File: src/rtl/cam_pkg.sv
package cam_pkg;

    typedef enum logic [1:0] {
        OP_IDLE   = 2'd0,
        OP_WRITE  = 2'd1,
        OP_READ   = 2'd2,
        OP_SEARCH = 2'd3
    } cam_op_e;

endpackage

File: src/rtl/cam_op_decode.sv
module cam_op_decode
    import cam_pkg::*;
(
    input  logic    rst_n,
    input  logic    cs_n,
    input  logic    we_n,
    input  logic    cmp_en_n,
    output cam_op_e op
);

    always_comb begin
        if (!rst_n || cs_n)
            op = OP_IDLE;
        else if (!cmp_en_n)
            op = OP_SEARCH;
        else if (!we_n)
            op = OP_WRITE;
        else
            op = OP_READ;
    end

endmodule

File: src/rtl/cam_store.sv
module cam_store #(
    parameter int WORDS = 64,
    parameter int BITS  = 32,
    localparam int AW   = $clog2(WORDS)
) (
    input  logic            clk,
    input  logic            rst_n,
    input  logic            wr_en,
    input  logic [AW-1:0]   wr_addr,
    input  logic [BITS-1:0] wr_data,
    input  logic            wr_valid,
    output logic [BITS-1:0] mem_o [WORDS],
    output logic [WORDS-1:0] valid_o
);

    logic [BITS-1:0]  mem_q [WORDS];
    logic [WORDS-1:0] valid_q;

    // Data words keep their contents across reset.
    always_ff @(posedge clk) begin
        if (wr_en)
            mem_q[wr_addr] <= wr_data;
    end

    // Valid flags clear asynchronously.
    always_ff @(posedge clk or negedge rst_n) begin
        if (!rst_n)
            valid_q <= '0;
        else if (wr_en)
            valid_q[wr_addr] <= wr_valid;
    end

    assign mem_o   = mem_q;
    assign valid_o = valid_q;

endmodule

File: src/rtl/cam_match_enc.sv
module cam_match_enc #(
    parameter int WORDS = 64,
    parameter int BITS  = 32,
    localparam int AW   = $clog2(WORDS)
) (
    input  logic [BITS-1:0]  mem_i [WORDS],
    input  logic [WORDS-1:0] valid_i,
    input  logic [BITS-1:0]  key,
    input  logic [BITS-1:0]  care,
    output logic             any_match,
    output logic [AW-1:0]    first_idx
);

    logic [WORDS-1:0] line_hit;

    genvar g;
    generate
        for (g = 0; g < WORDS; g++) begin : g_line
            assign line_hit[g] = valid_i[g] && (((mem_i[g] ^ key) & care) == '0);
        end
    endgenerate

    // Scan from the top down so the lowest matching index is the one kept.
    always_comb begin
        first_idx = '0;
        for (int i = WORDS - 1; i >= 0; i--) begin
            if (line_hit[i])
                first_idx = AW'(i);
        end
    end

    assign any_match = |line_hit;

endmodule

File: src/rtl/cam_masked_pe.sv
module cam_masked_pe
    import cam_pkg::*;
#(
    parameter int WORDS = 64,
    parameter int BITS  = 32,
    localparam int AW   = $clog2(WORDS)
) (
    input  logic            clk,
    input  logic            rst_n,
    input  logic            cs_n,
    input  logic            we_n,
    input  logic            cmp_en_n,
    input  logic            data_oe_n,
    input  logic            addr_oe_n,
    input  logic [AW-1:0]   addr,
    input  logic [BITS-1:0] wr_data,
    input  logic            wr_valid,
    input  logic [BITS-1:0] cmp_data,
    input  logic [BITS-1:0] cmp_mask,
    output logic [BITS-1:0] rd_data,
    output logic            rd_valid,
    output logic            rd_drive,
    output logic [AW-1:0]   match_addr,
    output logic            match_drive,
    output logic            hit
);

    cam_op_e          op;
    logic [BITS-1:0]  mem [WORDS];
    logic [WORDS-1:0] valid;
    logic             any_match;
    logic [AW-1:0]    first_idx;

    logic [BITS-1:0]  rd_data_q, rd_data_d;
    logic             rd_valid_q, rd_valid_d;
    logic [AW-1:0]    maddr_q, maddr_d;
    logic             hit_q, hit_d;

    cam_op_decode u_dec (
        .rst_n    (rst_n),
        .cs_n     (cs_n),
        .we_n     (we_n),
        .cmp_en_n (cmp_en_n),
        .op       (op)
    );

    cam_store #(.WORDS(WORDS), .BITS(BITS)) u_store (
        .clk      (clk),
        .rst_n    (rst_n),
        .wr_en    (op == OP_WRITE),
        .wr_addr  (addr),
        .wr_data  (wr_data),
        .wr_valid (wr_valid),
        .mem_o    (mem),
        .valid_o  (valid)
    );

    cam_match_enc #(.WORDS(WORDS), .BITS(BITS)) u_match (
        .mem_i     (mem),
        .valid_i   (valid),
        .key       (cmp_data),
        .care      (cmp_mask),
        .any_match (any_match),
        .first_idx (first_idx)
    );

    // Next-state logic for the result registers.
    always_comb begin
        rd_data_d  = rd_data_q;
        rd_valid_d = rd_valid_q;
        maddr_d    = maddr_q;
        hit_d      = hit_q;
        unique case (op)
            OP_IDLE, OP_WRITE: ;
            OP_READ: begin
                rd_data_d  = mem[addr];
                rd_valid_d = valid[addr];
            end
            OP_SEARCH: begin
                hit_d   = any_match;
                maddr_d = any_match ? first_idx : '0;
            end
        endcase
    end

    // Result register update.
    always_ff @(posedge clk or negedge rst_n) begin
        if (!rst_n) begin
            rd_data_q  <= '0;
            rd_valid_q <= 1'b0;
            maddr_q    <= '0;
            hit_q      <= 1'b0;
        end else begin
            rd_data_q  <= rd_data_d;
            rd_valid_q <= rd_valid_d;
            maddr_q    <= maddr_d;
            hit_q      <= hit_d;
        end
    end

    // Output enables gate the registered values without waiting for the clock.
    assign rd_drive    = !data_oe_n;
    assign match_drive = !addr_oe_n;
    assign rd_data     = rd_drive ? rd_data_q : '0;
    assign rd_valid    = rd_drive & rd_valid_q;
    assign match_addr  = match_drive ? maddr_q : '0;
    assign hit         = hit_q;

endmodule

File: config.mk
export PLATFORM = sky130hd
export DESIGN_NAME = cam_masked_pe
export DESIGN_NICKNAME = d
export VERILOG_FILES = /design/src/rtl/cam_pkg.sv /design/src/rtl/cam_op_decode.sv /design/src/rtl/cam_store.sv /design/src/rtl/cam_match_enc.sv /design/src/rtl/cam_masked_pe.sv
export SDC_FILE = /design/constraint.sdc
export NUM_CORES = 2
export LEC_CHECK = 0
export BUFFER_PORTS_ARGS = -buffer_cell sky130_fd_sc_hd__buf_2
export CAP_MARGIN = 15
export CELL_PAD_IN_SITES_DETAIL_PLACEMENT = 1
export CELL_PAD_IN_SITES_GLOBAL_PLACEMENT = 2
export CORE_MARGIN = 2
export CORE_UTILIZATION = 40
export CTS_CLUSTER_DIAMETER = 150
export DETAILED_ROUTE_END_ITERATION = 7
export PLACE_DENSITY = 0.75
export RECOVER_POWER = 100
export SKIP_LAST_GASP = 1
export SLEW_MARGIN = 25
export SYNTH_ARGS = -nofsm -noshare
export SYNTH_HDL_FRONTEND = slang
export SYNTH_SLANG_ARGS = --single-unit
File: constraint.sdc
create_clock -name clk -period 2.9 [get_ports clk]
set_clock_uncertainty 0.2 [all_clocks]
set_input_delay 0.145 -clock clk [delete_from_list [all_inputs] [get_ports clk]]
set_output_delay 0.145 -clock clk [all_outputs]
set_load 0.01 [all_outputs]
==> impl_metrics.csv <==
group,metric,value,unit
outcome,status,"finished with violations",
outcome,violations,"capacitance limit, slew limit, setup timing",
pwr,pwr-share-comb,15.6,%
detailed_routing,routedWlPerCell,47.6,um
timing,rsz0062_at_grt,"true",
clock_tree,tritoncts,"built",
detailed_routing,viasPerCell,6.83,
setup_path,critPathArrivalTime,4.58,ns
worst_hold_path,min_path_type,"in2reg",
detailed_routing,wirelength,721000,um
global_route,grt-ovfl-total,0,
clock_tree,clk_path_buf_depth,4,
clock_tree,cts.sinks,2152,
timing,min_period,3.97,ns
detailed_routing,vias,103306,
floorplanning,core-area,0.273,sq mm
clock_tree,cts-root-buf,"clkbuf_16",
synthesis,synthesis.nets,8382,
global_route,grt_pass1_vias,101198,
cells_and_area,drive_gt1_share,35.2,%
global_route,grt_usage,50.3,%
synthesis,synth_warnings,0,
synthesis,netlist_top_cells_count,"2,048 x edfxtp_1, 2,048 x xor2_1, 1,363 x a22oi_1, 390 x nand4_1, 338 x clkbuf_1",
timing,fin_crit_sh,137,%
floorplanning,initial_core_util,40.2,%
placed_design,detailed_place_hpwl,542000,um
setup_path,cp-startpoint,"u_store.mem_o[50]$_DFFE_PP_",
floorplanning,die_w,528,um
timing,final-setup-viol-count,2051,
pwr,power_leakage,58.2,nW
floorplanning,io_pins,152,
floorplanning,die_h,528,um
timing,maxSlewViolCount,1049,
detailed_routing,drc,0,
synthesis,synth_top_area_share,56.0,%
setup_path,cp_max_fo,2,
clock_tree,clk_latency,0.94,ns
pwr,p_switching,23.3,mW
synthesis,synthArstFlopShare,4.83,%
placed_design,post_dp_cell_area,0.143,sq mm
timing,relSlewSlack,-106,%
setup_path,end_kind,"flip-flop",
timing,timing.fmax,0.252,GHz
floorplanning,placementRows,192,
cells_and_area,fin_nets,11418,
timing,setup_slack,-1.07,ns
pwr,intPower,58.2,mW
pwr,p_sw_share,28.6,%
synthesis,synth-seq-area-share,58.4,%
setup_path,regToRegStartpoint,"u_store.mem_o[50]$_DFFE_PP_",
cells_and_area,multi_input_comb_area,0.0429,sq mm
run,max_cap_viol_count,33,
global_route,grt_antenna_before_repair,76,
cells_and_area,syn2layout_area_growth,38.4,%
floorplanning,dieArea,0.279,sq mm
worst_hold_path,min_from,"addr[4]",
detailed_routing,first_pass_iters,8,
global_route,grt_pass1_wl,940000,um
pwr,p_per_area,537,mW/mm^2
synthesis,synth_area,0.110,sq mm
setup_path,worstPathRequired,3.51,ns
synthesis,ys_types,59,
synthesis,synthTopCellsByArea,"edfxtp_1 56%, xor2_1 16%, a22oi_1 9.3%, a221oi_1 2.4%, dfrtp_1 2.4%",
clock_tree,htreeDepth,5,
global_route,grt_max_degree,65,
cells_and_area,fin_util,55.6,%
pwr,total_power,81.5,mW
synthesis,synth_seq_cells,2152,
timing,hold_viol_final,0,
pwr,vdd_drop_max,0.591,mV
timing,tightest_slew,3.09,ns
setup_path,path_class,"reg2reg",
cells_and_area,fin_area,0.152,sq mm
synthesis,synthFlopType,"edfxtp_1",
placed_design,gp_congestion,1.13,
placed_design,port_buffers,151,
detailed_routing,dr.first_iter.drc_count,18892,
detailed_routing,ant_nets,0,
synthesis,postSynthCellCount,8272,
setup_path,worstSetupStartpointType,"flip-flop",
clock_tree,cts_buffers,263,
timing,whs,0.0883,ns
clock_tree,cts.clk_slew.worst_paths,0.06,ns
synthesis,synth_top_cell_by_area,"edfxtp_1",
cells_and_area,seqCellArea,0.0641,sq mm
pwr,seqPwrFrac,42.1,%
synthesis,syn_avg_cell_area,13.3,sq um
cells_and_area,nFillCells,27156,
synthesis,synth_edf_count,2048,
pwr,clkPwrFrac,42.3,%
-- layout make-up --
type / count / share of cell area, %
inverters: 15 / 0.0387
repair buffers: 3520 / 20.9
clock inverters: 147 / 1.03
clock buffers: 323 / 4.64
well taps: 3589 / 2.96
diodes: 30 / 0.0494
flip-flops and latches: 2152 / 42.2
multi-input cells: 5356 / 28.2
-- worst max-delay path: stages (launching register included) --
cell,delay [ns]
edfxtp_1,0.47
xor2_1,0.21
a22oi_2,0.36
nand4_1,0.22
nor3_2,0.16
nand4_1,0.18
a32o_1,0.26
a22oi_1,0.19
o21ai_2,0.13
buf_4,0.16
a222oi_1,0.75
o21ai_1,0.11
buf_4,0.21
a21oi_2,0.14
o41ai_2,0.07
-- layout by cell type (no fill, tap or decap), types with 108 or more instances in the layout --
master / Yosys / final
buf_4: 131 / 2834
edfxtp_1: 2048 / 2048
xor2_1: 2048 / 2031
a22oi_1: 1363 / 1347
buf_12: 0 / 443
nand4_1: 390 / 390
a22o_1: 297 / 297
a221oi_1: 298 / 285
clkbuf_16: 0 / 270
nand2_1: 144 / 140
clkbuf_1: 338 / 127
a31oi_1: 114 / 108
-- routing by layer --
metal / global-route usage (%) / wire length, um
met2: 71.8 / 294000
met1: 63.5 / 257000
met4: 37.4 / 69300
met5: 0 / 504
met3: 16.5 / 99500
-- power by group through the flow --
stage	registers (mW)	clock network (mW)	logic, mW
final	34.3	34.5	12.7
after global routing	34.3	35.4	12.5
after CTS	34.3	34.4	12.1
after detailed placement	34.9	0	11.9
after global placement	34.9	0	11.8
after floorplan	34.9	0	4.19
-- stage by stage --
step	instances	setup slack (ns)	TNS, ns
after floorplan	8272	-0.326	-231.68
after global placement	14575	-1.50	-195.36
after detailed placement	14575	-1.53	-258.98
after CTS	15099	-0.807	-3.52
after global routing	15105	-1.05	-298.73
final	15132	-1.07	-257.13
-- logic make-up (layout without fill, tap and decap cells) --
group	after synthesis	count (layout)	share of synthesized area, %
flip-flops	2152	2152	58.4
AO/OA/AOI/OAI	2353	2353	16.5
buffers and inverters	764	4005	3.70
XOR/XNOR	2048	2048	16.3
AND/OR/NAND/NOR	891	891	4.41
multiplexers	64	64	0.656
other	0	30	0
-- worst paths after layout --
kind / slack [ns] / depth (start not counted) / to
max: -1.07 / 14 / maddr_q[0]$_DFFE_PN0N_
max in group asynchronous: 0.01 / 5 / u_store.valid_o[38]$_DFFE_PN0P_
min reg2reg: 0.28 / 2 / rd_data_q[26]$_DFFE_PN0N_
min in group asynchronous: 0.88 / 4 / u_store.valid_o[17]$_DFFE_PN0P_
max reg2reg: -1.07 / 14 / maddr_q[0]$_DFFE_PN0N_
min: 0.09 / 6 / rd_data_q[17]$_DFFE_PN0N_
-- sequential cells by signal, indices dropped and copies added (netlist names) --
register	flops
u_store.mem_o	2048
u_store.valid_o	64
hit	1
rd_data_q	32
maddr_q	6
rd_valid_q	1
-- timing repair --
| action | 4_1_cts | 5_1_grt |
|---|---|---|
| setup endpoints to repair | 23 | 32 |
| setup buffers | 19 | 7 |
| resized for setup | 111 | 62 |
| hold buffers | 40 | 0 |
| gates cloned | 0 | 0 |
| hold endpoints to repair | 2227 | 0 |
| pin swaps | 45 | 39 |
Power figures use the tool's default switching activity.
